$ cat src/rtl/dcu_pkg.sv
package dcu_pkg;
  localparam int REG_W   = 32;
  localparam int N_EXC   = 8;
  localparam int N_EVT   = 5;

  // control register field positions
  localparam int CTL_RESET_CATCH = 0;
  localparam int CTL_FAULT_LO    = 4;
  localparam int CTL_MON_EN      = 16;
  localparam int CTL_MON_PEND    = 17;
  localparam int CTL_MON_STEP    = 18;
  localparam int CTL_SEMA        = 19;
  localparam int CTL_TRACE       = 24;

  // status register flag positions
  localparam int EV_HALT   = 0;
  localparam int EV_BKPT   = 1;
  localparam int EV_WPT    = 2;
  localparam int EV_VCATCH = 3;
  localparam int EV_EXT    = 4;

  // control bit that enables catching exception strobe idx
  function automatic int catch_pos(input int idx);
    return (idx == 0) ? CTL_RESET_CATCH : CTL_FAULT_LO + idx - 1;
  endfunction

  // mask of implemented control bits
  function automatic logic [REG_W-1:0] ctl_mask();
    logic [REG_W-1:0] m;
    m = '0;
    for (int i = 0; i < N_EXC; i++) m[catch_pos(i)] = 1'b1;
    m[CTL_MON_EN]   = 1'b1;
    m[CTL_MON_PEND] = 1'b1;
    m[CTL_MON_STEP] = 1'b1;
    m[CTL_SEMA]     = 1'b1;
    m[CTL_TRACE]    = 1'b1;
    return m;
  endfunction

  // an event is recorded when it leads to a halt or a monitor request
  function automatic logic event_taken(input logic halt_on, input logic mon_on);
    return halt_on | mon_on;
  endfunction
endpackage

$ cat src/rtl/dcu_event_decode.sv
module dcu_event_decode
  import dcu_pkg::*;
#(
  parameter int NE = N_EXC,
  parameter int NV = N_EVT
) (
  input  logic [NE-1:0] exc_strobe,
  input  logic [NE-1:0] catch_en,
  input  logic          halt_step_req,
  input  logic          bkpt_hit,
  input  logic          wpt_hit,
  input  logic          ext_probe,
  output logic          catch_hit,
  output logic [NV-1:0] evt_vec,
  output logic          evt_any
);
  logic [NE-1:0] caught;

  for (genvar g = 0; g < NE; g++) begin : g_catch
    assign caught[g] = exc_strobe[g] & catch_en[g];
  end

  assign catch_hit = |caught;

  always_comb begin
    evt_vec            = '0;
    evt_vec[EV_HALT]   = halt_step_req;
    evt_vec[EV_BKPT]   = bkpt_hit;
    evt_vec[EV_WPT]    = wpt_hit;
    evt_vec[EV_VCATCH] = catch_hit;
    evt_vec[EV_EXT]    = ext_probe;
  end

  assign evt_any = |evt_vec;
endmodule

$ cat src/rtl/dcu_ctrl_reg.sv
module dcu_ctrl_reg
  import dcu_pkg::*;
#(
  parameter int W = REG_W
) (
  input  logic         clk,
  input  logic         rst_n,
  input  logic         wr_ctl,
  input  logic [W-1:0] wr_data,
  input  logic         pend_set,
  output logic [W-1:0] ctl_q
);
  localparam logic [W-1:0] MASK = ctl_mask();
  logic [W-1:0] ctl_d;

  always_comb begin
    ctl_d = ctl_q;
    if (wr_ctl) ctl_d = wr_data & MASK;
    if (pend_set) ctl_d[CTL_MON_PEND] = 1'b1;
  end

  always_ff @(posedge clk or negedge rst_n) begin
    if (!rst_n) ctl_q <= '0;
    else        ctl_q <= ctl_d;
  end

  AST_PEND_SET_WINS: assert property (@(posedge clk) disable iff (!rst_n) pend_set |=> ctl_q[CTL_MON_PEND]);
  AST_CTL_HOLD: assert property (@(posedge clk) disable iff (!rst_n) (!wr_ctl && !pend_set) |=> $stable(ctl_q));
endmodule

$ cat src/rtl/dcu_status_reg.sv
module dcu_status_reg
  import dcu_pkg::*;
#(
  parameter int NV = N_EVT
) (
  input  logic          clk,
  input  logic          rst_n,
  input  logic [NV-1:0] evt_vec,
  input  logic          take,
  input  logic [NV-1:0] clr_vec,
  output logic [NV-1:0] status_q
);
  for (genvar g = 0; g < NV; g++) begin : g_flag
    logic set_now;
    assign set_now = take & evt_vec[g];

    always_ff @(posedge clk or negedge rst_n) begin
      if (!rst_n)          status_q[g] <= 1'b0;
      else if (set_now)    status_q[g] <= 1'b1;
      else if (clr_vec[g]) status_q[g] <= 1'b0;
    end

    AST_FLAG_STICKY: assert property (@(posedge clk) disable iff (!rst_n) (status_q[g] && !clr_vec[g]) |=> status_q[g]);
    AST_FLAG_SET: assert property (@(posedge clk) disable iff (!rst_n) (take && evt_vec[g]) |=> status_q[g]);
    AST_FLAG_IGNORED: assert property (@(posedge clk) disable iff (!rst_n) (!take && !clr_vec[g]) |=> $stable(status_q[g]));
  end
endmodule

$ cat src/rtl/dbg_catch_unit.sv
module dbg_catch_unit
  import dcu_pkg::*;
#(
  parameter int W  = REG_W,
  parameter int NE = N_EXC,
  parameter int NV = N_EVT
) (
  input  logic          clk,
  input  logic          rst_n,
  input  logic          halt_en,
  input  logic [NE-1:0] exc_strobe,
  input  logic          halt_step_req,
  input  logic          bkpt_hit,
  input  logic          wpt_hit,
  input  logic          ext_probe,
  input  logic          wr_en,
  input  logic          wr_sel,
  input  logic [W-1:0]  wr_data,
  input  logic          rd_sel,
  output logic [W-1:0]  rd_data,
  output logic          halt_req,
  output logic          mon_pend,
  output logic          mon_step_en,
  output logic          trace_en
);
  logic [W-1:0]  ctl_q;
  logic [NE-1:0] catch_en;
  logic [NV-1:0] evt_vec;
  logic [NV-1:0] status_q;
  logic [NV-1:0] clr_vec;
  logic          catch_hit;
  logic          evt_any;
  logic          mon_on;
  logic          take;
  logic          pend_set;
  logic          halt_set;

  for (genvar g = 0; g < NE; g++) begin : g_en
    assign catch_en[g] = ctl_q[catch_pos(g)];
  end

  dcu_event_decode #(.NE(NE), .NV(NV)) u_dec (
    .exc_strobe   (exc_strobe),
    .catch_en     (catch_en),
    .halt_step_req(halt_step_req),
    .bkpt_hit     (bkpt_hit),
    .wpt_hit      (wpt_hit),
    .ext_probe    (ext_probe),
    .catch_hit    (catch_hit),
    .evt_vec      (evt_vec),
    .evt_any      (evt_any)
  );

  assign mon_on   = ctl_q[CTL_MON_EN];
  assign take     = event_taken(halt_en, mon_on);
  assign halt_set = halt_en & evt_any;
  assign pend_set = ~halt_en & mon_on & evt_any;
  assign clr_vec  = (wr_en && wr_sel) ? wr_data[NV-1:0] : '0;

  dcu_ctrl_reg #(.W(W)) u_ctl (
    .clk     (clk),
    .rst_n   (rst_n),
    .wr_ctl  (wr_en & ~wr_sel),
    .wr_data (wr_data),
    .pend_set(pend_set),
    .ctl_q   (ctl_q)
  );

  dcu_status_reg #(.NV(NV)) u_st (
    .clk     (clk),
    .rst_n   (rst_n),
    .evt_vec (evt_vec),
    .take    (take),
    .clr_vec (clr_vec),
    .status_q(status_q)
  );

  always_ff @(posedge clk or negedge rst_n) begin
    if (!rst_n) halt_req <= 1'b0;
    else        halt_req <= halt_set;
  end

  assign rd_data     = rd_sel ? {{(W-NV){1'b0}}, status_q} : ctl_q;
  assign mon_pend    = ctl_q[CTL_MON_PEND];
  assign mon_step_en = ctl_q[CTL_MON_STEP];
  assign trace_en    = ctl_q[CTL_TRACE];

  AST_HALT_NEEDS_EN: assert property (@(posedge clk) disable iff (!rst_n) halt_req |-> $past(halt_en));
  AST_HALT_ON_EVENT: assert property (@(posedge clk) disable iff (!rst_n) (halt_en && evt_any) |=> halt_req);
  AST_CATCH_RECORDED: assert property (@(posedge clk) disable iff (!rst_n) (halt_en && catch_hit) |=> (halt_req && status_q[EV_VCATCH]));
  AST_MON_ROUTE: assert property (@(posedge clk) disable iff (!rst_n) (!halt_en && mon_on && evt_any) |=> (mon_pend && !halt_req));
endmodule

$ cat config.mk
export PLATFORM = sky130hd
export DESIGN_NAME = dbg_catch_unit
export DESIGN_NICKNAME = d
export VERILOG_FILES = /design/src/rtl/dcu_pkg.sv /design/src/rtl/dcu_event_decode.sv /design/src/rtl/dcu_ctrl_reg.sv /design/src/rtl/dcu_status_reg.sv /design/src/rtl/dbg_catch_unit.sv
export SDC_FILE = /design/constraint.sdc
export NUM_CORES = 1
export LEC_CHECK = 0
export BUFFER_PORTS_ARGS = -buffer_cell sky130_fd_sc_hd__buf_2
export CORE_MARGIN = 5
export CORE_UTILIZATION = 38
export CTS_CLUSTER_DIAMETER = 120
export DETAILED_ROUTE_END_ITERATION = 7
export PLACE_DENSITY = 0.88
export SLEW_MARGIN = 15
export SYNTH_ARGS = -nofsm -noshare
export SYNTH_HDL_FRONTEND = slang
export SYNTH_SLANG_ARGS = --single-unit
$ cat constraint.sdc
create_clock -name clk -period 1.44 [get_ports clk]
set_clock_uncertainty 0.05 [all_clocks]
set_input_delay 0.288 -clock clk [delete_from_list [all_inputs] [get_ports clk]]
set_output_delay 0.288 -clock clk [all_outputs]
set_load 0.01 [all_outputs]
==> flow_summary.json, run 1 <==
{
  "clockBufferDepth": 2,
  "period_needed_ns": 1.444,
  "holdCritPathClass": "in2reg",
  "fin_ws_ns": -0.004494,
  "ys_seq_elements": 19,
  "insertion_delay_ns": 0.29,
  "avgSynthCellArea_um2": 11.34,
  "drv_slew": 0,
  "vdd_drop_max_uv": 687.8,
  "synth_area_um2": 1044,
  "grt_max_degree": 20,
  "rows": 19,
  "syn_inst": 92,
  "pwr-share-seq_pct": 49.7,
  "synthFlopType": "dfrtp_1",
  "dieHeight_um": 62.40,
  "cts_made_buffers": 3,
  "p_sw_share_pct": 29.26,
  "io_pins": 86,
  "avgRoutedWirePerCell_um": 13.46,
  "placed_area_um2": 1306,
  "gp_congestion": 0.7127,
  "slowest_delay_ns": 0.42,
  "final_common_cell": "buf_2",
  "p_leak_uw": 0.0007091,
  "cts_tree": "done",
  "pwr-share-clk_pct": 20.7,
  "grt_setup_unrepaired": "yes",
  "endpoint_kind": "primary output",
  "start_util_pct": 38.84,
  "htreeDepth": 1,
  "grt_use_total_pct": 12.91,
  "worstSetupPathType": "reg2out",
  "place_hpwl_um": 2034,
  "cap_viol_max_count": 0,
  "postSynth.asyncResetShare_pct": 100.0,
  "antenna_found_initial": 0,
  "yosys_warnings": 0,
  "dr.pass1.iters": 4,
  "cp_top_family": "flip-flops",
  "powerDensity_nw_per_um2": 944.7,
  "status": "finished, violations left",
  "grt_pass1_wl_um": 4126,
  "cts_root_buf": "clkbuf_4",
  "ant_nets": 0,
  "start_kind": "flip-flop",
  "cpMaxStageDelayCell": "dfrtp_1",
  "yosys.cell_types.count": 24,
  "fmax_mhz": 692.3,
  "fin_area_um2": 1378,
  "fin_crit_sh_pct": 100.3,
  "vias": 848,
  "violations": "setup timing",
  "die-area_um2": 3894,
  "crit_arrival_ns": 1.11,
  "cts_sinks": 19,
  "fin_tns_setup_ns": -0.004494,
  "setup_viol": 1,
  "grt_pass1_vias": 935,
  "path_buf_inv": 1,
  "clkTransAtPathRegs_ns": 0.11,
  "io_buffers": 53,
  "die_w_um": 62.40,
  "core_um2": 2686,
  "grt_overflow_total": 0,
  "synth-seq-area-share_pct": 45.56,
  "worst-r2r-setup-slack_ns": 0.18,
  "cp_max_fo": 2,
  "crit_chain": "mux2_4 > buf_6",
  "nets": 205,
  "drive_above_1_share_pct": 51.95,
  "critical_path_required_ns": 1.10,
  "final_cell_mix": "buf_2 (51), dfrtp_1 (19), conb_1 (16)",
  "diodes": 0,
  "drt-initial-drc-count": 10,
  "fillerInstances": 249,
  "p_int_uw": 920.6,
  "finalHoldViolCount": 0,
  "p_switching_uw": 380.8,
  "routed_wl_um": 2490,
  "combPwrFrac_pct": 29.6,
  "syn_to_final_growth_pct": 32.01,
  "drc": 0,
  "synth_edf_count": 0,
  "drt-vias-per-instance": 4.584
}
[per-stage QoR]
step	utilization [%]	cells	worst slack, ns	hold slack, ns	power (uW)
floorplan	-	107	0.3473	-0.05759	880.5
global placement	48.63	178	0.1362	0.1955	1002
detailed placement	48.63	178	0.1404	0.1976	1014
CTS	50.54	185	0.003954	0.1601	1300
global route	51.28	185	-0.05848	0.1589	1388
finish	51.28	185	-0.004494	0.1682	1301
[routing by layer]
layer	share of wire (%)	track usage (%)	vias to the layer above
met3	13	5.576	2
met1	38	14.32	387
met5	0	0	-
met4	0.84	3.979	0
met2	48	22.15	49
li1	-	-	410
[timing repair]
item | CTS | global route
resized for setup | 0 | 4
buffers inserted | 2 | 0
endpoints found under the setup margin | 2 | 2
hold endpoints to repair | 19 | 0
hold buffers | 1 | 0
[logic make-up after synthesis]
family,after synthesis,share of synthesized area (%)
other,1,0.3594
AOI/OAI and AO/OA,12,9.592
muxes,14,15.11
buffers and inverters,19,13.31
and+or+nand+nor,27,16.07
DFF,19,45.56
[cell type report]
| type | count | area [um2] | area share, % |
|---|---|---|---|
| clock buffers | 4 | 26.28 | 1.907 |
| inverters | 1 | 3.754 | 0.2725 |
| multi-input cells | 69 | 493.0 | 35.79 |
| flip-flops and latches | 19 | 475.5 | 34.51 |
| well taps | 31 | 38.79 | 2.816 |
| repair buffers | 61 | 340.3 | 24.70 |
[worst reg2reg max path, stage by stage, from the launching register on]
cell and delay (ns):
dfrtp_1 0.40, buf_4 0.14, a22oi_1 0.19, and4_1 0.27, a21boi_0 0.09
[registers in the layout, summed over array words and instances (netlist names)]
signal and count:
u_ctl.ctl_q 13, u_st.status_q 5, halt_req 1
[cell usage after synthesis, drive strengths merged, types with 2 or more instances]
cell | n | share of area [%]
and2 | 3 | 1.8
a22o | 4 | 3.4
nand3 | 5 | 2.4
buf | 17 | 13
nor2b | 11 | 7.3
mux2 | 14 | 15
nor2 | 2 | 0.72
dfrtp | 19 | 46
a22oi | 4 | 2.9
[power by group through the flow]
stage          clock (uW)  sequential [uW]  combinational (uW)
5_1_grt               301              659                 428
3_5_place_dp            0              659                 355
2_1_floorplan           0              652                 228
6_report              269              646                 386
4_1_cts               282              646                 372
3_3_place_gp            0              654                 348
[path summary, 6_finish.rpt]
check | from | end | depth (start not counted)
worst max-delay path | u_st.status_q[0]$_DFFE_PN0P_ | rd_data[0] | 2
worst min-delay path | wr_data[5] | u_ctl.ctl_q[5]$_DFFE_PN0N_ | 2
worst max register to register | u_ctl.ctl_q[0]$_DFFE_PN0N_ | halt_req$_DFF_PN0_ | 4
worst min register to register | u_st.status_q[3]$_DFFE_PN0P_ | u_st.status_q[3]$_DFFE_PN0P_ | 2
max in group asynchronous | rst_n | u_ctl.ctl_q[16]$_DFFE_PN0N_ | 2
min in group asynchronous | rst_n | u_ctl.ctl_q[18]$_DFFE_PN0N_ | 2
Note: power is estimated with default switching activity, not from simulation.
==> inputs of run 2 (changes only) <==
--- a/config.mk
+++ b/config.mk
@@ -6,10 +6,10 @@
 export NUM_CORES = 1
 export LEC_CHECK = 0
 export BUFFER_PORTS_ARGS = -buffer_cell sky130_fd_sc_hd__buf_2
-export CORE_MARGIN = 5
 export CORE_UTILIZATION = 38
 export CTS_CLUSTER_DIAMETER = 120
 export DETAILED_ROUTE_END_ITERATION = 7
+export GPL_TIMING_DRIVEN = 0
 export PLACE_DENSITY = 0.88
 export SLEW_MARGIN = 15
 export SYNTH_ARGS = -nofsm -noshare
==> run 2 against run 1 <==
  * The run still ends with setup timing left
  * Largest cell class unchanged
  * Total power up 2.3%
  * Cell count up 6.5%
  * Combinational power rose by 7.5%
  * Routed wire length is 3.6% lower
  * Setup slack about the same
  * Non-clock buffer count grew 13
  * Sequential cell count stayed put
  * Count of clock-buffer cells in the layout is the same
  * Utilization increased by 6.7 points
  * First-iteration DRC count is 30% lower
  * Critical path depth unchanged
==> flow_summary.json, run 2 (synthesized netlist as in run 1, its figures left out) <==
{
  "largest_reg_flops": 13,
  "fillerInstances": 242,
  "start_util_pct": 41.00,
  "syn_to_final_growth_pct": 41.37,
  "worst-r2r-setup-slack_ns": 0.16,
  "largest_register": "u_ctl.ctl_q",
  "drt-vias-per-instance": 4.538,
  "drt-initial-drc-count": 7,
  "cpMaxStageDelayCell": "dfrtp_1",
  "final_common_cell": "buf_2",
  "holdCritPathClass": "in2reg",
  "die_w_um": 54.40,
  "place_hpwl_um": 1888,
  "reg.largest.list": "u_ctl.ctl_q x13, u_st.status_q x5, halt_req x1",
  "endpoint_kind": "primary output",
  "final_core_util_pct": 57.96,
  "grt_overflow_total": 0,
  "final_cell_count_no_fill": 197,
  "fin_crit_sh_pct": 100.3,
  "cts_tree": "done",
  "grt_max_degree": 20,
  "crit_arrival_ns": 1.11,
  "whs_path_depth": 2,
  "diodes": 0,
  "violations": "setup timing",
  "cp_max_fo": 2,
  "regToRegEndpoint": "halt_req$_DFF_PN0_",
  "critical_path_required_ns": 1.10,
  "powerDensity_nw_per_um2": 902.5,
  "htreeDepth": 1,
  "dieHeight_um": 54.40,
  "cts_root_buf": "clkbuf_4",
  "grt_pass1_wl_um": 3822,
  "die-area_um2": 2959,
  "io_pins": 86,
  "grt_use_total_pct": 18.99,
  "path_depth": 2,
  "period_needed_ns": 1.445,
  "clkTransAtPathRegs_ns": 0.11,
  "rows": 18,
  "fmax_mhz": 692.1,
  "vdd_drop_max_uv": 783.7,
  "clockBufferDepth": 2,
  "cp_top_family": "flip-flops",
  "crit_path_start": "u_st.status_q[0]$_DFFE_PN0P_",
  "start_kind": "flip-flop",
  "status": "finished, violations left",
  "endpoint": "rd_data[0]",
  "cap_viol_max_count": 0,
  "grt_setup_unrepaired": "yes",
  "setup_viol": 2,
  "fin_ws_ns": -0.004960,
  "routed_wl_um": 2400,
  "drc": 0,
  "ant_nets": 0,
  "insertion_delay_ns": 0.30,
  "drv_slew": 0,
  "io_buffers": 53,
  "antenna_found_initial": 0,
  "grt_pass1_vias": 903,
  "nets": 218,
  "dr.pass1.iters": 4,
  "path_buf_inv": 1,
  "core_um2": 2545,
  "p_leak_uw": 0.0007814,
  "worstSetupPathType": "reg2out",
  "cts_made_buffers": 3,
  "crit_chain": "mux2_4 > buf_6",
  "final_cell_mix": "buf_2 (51), dfrtp_1 (19), buf_4 (18)",
  "drive_above_1_share_pct": 55.69,
  "post-place-cells": 190,
  "avgRoutedWirePerCell_um": 12.18,
  "slowest_delay_ns": 0.41,
  "gp_congestion": 0.7940,
  "finalHoldViolCount": 0,
  "place_ws_ns": -0.04216,
  "vias": 894,
  "worstReg2RegStart": "u_ctl.ctl_q[0]$_DFFE_PN0N_",
  "cts_sinks": 19,
  "reg2regPathDepth": 4
}
run 2: cell types whose count changed in the layout (fill, tap and decap cells not counted):
cell | before | now
buf_4 | 7 | 18
buf_6 | 2 | 3
clkbuf_2 | 0 | 1
run 2: power by group:
part	internal, uW	total (uW)	switching (uW)
combinational	234	415	181
clock	108	269	161
sequential	602	647	44.9
run 2: area by class of cell:
class	count	area [um2]	share of cell area, %
buffer	18	136.4	9.245
clock buffer	4	26.28	1.781
multi-input combinational	69	493.0	33.42
sequential	19	475.5	32.23
inverter	1	3.754	0.2545
tap	30	37.54	2.545
timing repair buffer	56	302.8	20.53
run 2: worst min path at each step:
stage / from / end / slack [ns]
floorplan: rst_n / halt_req$_DFF_PN0_ / -0.06
global placement: rst_n / u_ctl.ctl_q[24]$_DFFE_PN0N_ / 0.19
detailed placement: rst_n / u_ctl.ctl_q[19]$_DFFE_PN0N_ / 0.20
CTS: wr_data[18] / u_ctl.ctl_q[18]$_DFFE_PN0N_ / 0.15
global route: wr_data[18] / u_ctl.ctl_q[18]$_DFFE_PN0N_ / 0.14
finish: wr_data[18] / u_ctl.ctl_q[18]$_DFFE_PN0N_ / 0.16
run 2: timing repair:
| item | in CTS | in global routing |
|---|---|---|
| buffers inserted | 2 | 0 |
| endpoints found under the hold margin | 19 | 0 |
| resized for setup | 5 | 0 |
| setup endpoints to repair | 5 | 2 |
| hold buffers | 1 | 0 |
run 2: stage by stage:
step	TNS (ns)	cell area (um2)	total power, uW	hold WS (ns)
after global placement	-0.07636	1403	1022	0.1859
final	-0.007718	1475	1331	0.1631
after detailed placement	-0.1198	1403	1040	0.1991
after floorplan	0	1100	880.5	-0.05759
after CTS	-0.01957	1475	1344	0.1524
after global routing	-0.07727	1475	1415	0.1428
run 2: per-layer routing:
layer | wire [um] | track usage [%] | vias to the layer above
li1 | - | - | 437
met5 | 0 | 0 | -
met3 | 198 | 2.778 | 4
met4 | 30 | 11.11 | 0
met2 | 1224 | 33.74 | 51
met1 | 946 | 21.33 | 402
==> inputs of run 3 (changes only) <==
--- a/config.mk
+++ b/config.mk
@@ -5,8 +5,9 @@
 export SDC_FILE = /design/constraint.sdc
 export NUM_CORES = 1
 export LEC_CHECK = 0
+export ABC_AREA = 1
 export BUFFER_PORTS_ARGS = -buffer_cell sky130_fd_sc_hd__buf_2
-export CORE_UTILIZATION = 38
+export CORE_UTILIZATION = 39
 export CTS_CLUSTER_DIAMETER = 120
 export DETAILED_ROUTE_END_ITERATION = 7
 export GPL_TIMING_DRIVEN = 0
==> run 3 against run 2 <==
  * The run now ends clean
  * Cell count up 25%
  * Synthesized area grew 7.4%
  * Hold slack lost 0.0042 ns
  * Critical path depth did not move
==> flow_summary.json, run 3 <==
{
  "p_switching_uw": 398.8,
  "cap_viol_max_count": 0,
  "pwr-share-seq_pct": 47.8,
  "largest_reg_flops": 13,
  "combPwrFrac_pct": 32.0,
  "dieHeight_um": 55.62,
  "die_w_um": 55.62,
  "cpMaxStageDelayCell": "dfrtp_1",
  "fin_area_um2": 1556,
  "start_util_pct": 41.01,
  "total_power_uw": 1289,
  "cts_tree": "done",
  "critical_path_required_ns": 1.10,
  "setup_viol": 0,
  "reg.largest.list": "u_ctl.ctl_q x13, u_st.status_q x5, halt_req x1",
  "clockBufferDepth": 2,
  "fillerInstances": 271,
  "endpoint_kind": "primary output",
  "grt_setup_unrepaired": "yes",
  "grt_pass1_wl_um": 3891,
  "drc": 0,
  "grt_pass1_vias": 938,
  "crit_arrival_ns": 1.08,
  "core_um2": 2734,
  "yosysTopAreaCellShare_pct": 42.41,
  "final_cell_mix": "buf_2 (52), nand2_1 (29), nor2_1 (20)",
  "drt-initial-drc-count": 17,
  "io_buffers": 52,
  "syn_inst": 140,
  "avgRoutedWirePerCell_um": 9.748,
  "p_leak_uw": 0.0009260,
  "cts_made_buffers": 3,
  "p_int_uw": 890.3,
  "synthFlopType": "dfrtp_1",
  "insertion_delay_ns": 0.29,
  "rows": 19,
  "synth_top_area_cell": "dfrtp_1",
  "worstSetupPathType": "reg2out",
  "reg2regPathDepth": 8,
  "yosys_warnings": 0,
  "drt-vias-per-instance": 4.248,
  "synth-seq-area-share_pct": 42.41,
  "fin_tns_setup_ns": 0,
  "synth_edf_count": 0,
  "status": "completed",
  "powerDensity_nw_per_um2": 828.2,
  "gp_congestion": 0.8019,
  "grt_overflow_total": 0,
  "diodes": 0,
  "placed_area_um2": 1476,
  "vias": 1045,
  "grt_use_total_pct": 16.09,
  "multiInputGateArea_um2": 485.5,
  "p_sw_share_pct": 30.94,
  "synth.area.top_cells": "dfrtp_1 (42%), buf_4 (11%), nand2_1 (9.7%), a21oi_2 (7.8%), nor2_1 (6.7%)",
  "crit_chain": "mux2_4 > buf_6",
  "die-area_um2": 3093,
  "cts_root_buf": "clkbuf_4",
  "nets": 266,
  "period_needed_ns": 1.419,
  "regToRegEndpoint": "u_ctl.ctl_q[17]$_DFFE_PN0P_",
  "fmax_mhz": 704.7,
  "io_pins": 86,
  "drv_slew": 0,
  "slowest_delay_ns": 0.39,
  "worstReg2RegStart": "u_ctl.ctl_q[0]$_DFFE_PN0N_",
  "synthTopCellsByCount": "nand2_1 (29), nor2_1 (20), dfrtp_1 (19)",
  "drive_above_1_share_pct": 46.05,
  "yosys.cell_types.count": 19,
  "syn_to_final_growth_pct": 38.84,
  "antenna_found_initial": 0,
  "place_hpwl_um": 1869,
  "cts_sinks": 19,
  "final_common_cell": "buf_2",
  "synth_area_um2": 1121,
  "ys_seq_elements": 19,
  "start_kind": "flip-flop",
  "path_buf_inv": 1,
  "avgSynthCellArea_um2": 8.008,
  "clkTransAtPathRegs_ns": 0.11,
  "pwr-share-clk_pct": 20.2,
  "grt_max_degree": 20,
  "largest_register": "u_ctl.ctl_q",
  "whs_path_depth": 3,
  "postSynth.asyncResetShare_pct": 100.0,
  "ant_nets": 0,
  "yosysMostFrequentCell": "nand2_1",
  "cp_max_fo": 2,
  "vdd_drop_max_uv": 723.9,
  "htreeDepth": 1,
  "cp_top_family": "flip-flops",
  "register_area_um2": 475.5,
  "worst-r2r-setup-slack_ns": 0.15,
  "finalHoldViolCount": 0,
  "routed_wl_um": 2398,
  "fin_crit_sh_pct": 98.55,
  "holdCritPathClass": "in2reg",
  "hold_start": "halt_step_req",
  "dr.pass1.iters": 4,
  "min_to": "u_st.status_q[0]$_DFFE_PN0P_"
}
[run 3: cell count changes after synthesis, moves of 3 or more]
cell / previous run / this run
a21oi_2: 0 / 10
a22oi_1: 4 / 0
and2_1: 3 / 0
inv_1: 1 / 18
mux2_2: 14 / 2
nand2_1: 1 / 29
nor2_1: 2 / 20
nor2_2: 0 / 6
nor2b_1: 10 / 0
o21ai_0: 1 / 4
[run 3: final cells by class]
cell class / count / share of cell area (%)
repair buffers: 56 / 19.61
multi-input cells: 97 / 31.19
well taps: 31 / 2.492
clock buffers: 3 / 1.447
plain buffers: 20 / 9.807
inverters: 19 / 4.582
flip-flops and latches: 19 / 30.55
clock inverters: 1 / 0.3215
[run 3: worst max path at each step]
stage,from,to,cells after the start
2_1_floorplan,rd_sel,rd_data[0],2
4_1_cts,u_st.status_q[0]$_DFFE_PN0P_,rd_data[0],2
5_1_grt,u_st.status_q[0]$_DFFE_PN0P_,rd_data[0],2
3_5_place_dp,rd_sel,rd_data[4],3
6_report,u_ctl.ctl_q[0]$_DFFE_PN0N_,rd_data[0],2
3_3_place_gp,rd_sel,rd_data[4],3
[run 3: metal layers]
layer	vias to the layer above	routed length, um	GRT usage (%)
li1	541	-	-
met1	467	1012	19.85
met2	35	1220	27.71
met3	2	152	4.419
met4	0	12	4.286
met5	-	0	0
[run 3: power by group through the flow]
| stage | Clock [uW] | Sequential [uW] | Combinational [uW] |
|---|---|---|---|
| detailed placement | 0 | 629 | 379 |
| floorplan | 0 | 627 | 238 |
| global route | 297 | 624 | 460 |
| finish | 261 | 616 | 412 |
| CTS | 272 | 617 | 395 |
| global placement | 0 | 626 | 374 |
[run 3: repair_timing]
item,CTS,global route
setup buffers,2,1
resized for setup,0,4
hold buffers,1,0
endpoints found under the setup margin,2,2
endpoints found under the hold margin,19,0
[run 3: cells by family (layout without fill, tap and decap cells)]
kind of cell	count (synthesis)	count (layout)	synth area share, %
flip-flops	19	19	42.41
multiplexers	2	2	2.009
AO/OA/AOI/OAI	18	18	12.05
buffers and inverters	39	99	19.98
AND/OR/NAND/NOR	61	61	23.21
other	1	16	0.3345
[run 3: worst min-delay path, cell delays in order]
cell,delay [ns]
buf_2,0.09
nand2_1,0.05
nand2_1,0.05
[run 3: through the flow]
step / setup WS, ns / cells / utilization, % / hold WS (ns)
2_1_floorplan: 0.3186 / 155 / - / -0.05759
3_3_place_gp: 0.1706 / 238 / 54.00 / 0.1974
3_5_place_dp: 0.1666 / 238 / 54.00 / 0.1924
4_1_cts: 0.01237 / 245 / 55.93 / 0.1491
5_1_grt: -0.02282 / 246 / 56.93 / 0.1568
6_report: 0.02089 / 246 / 56.93 / 0.1589
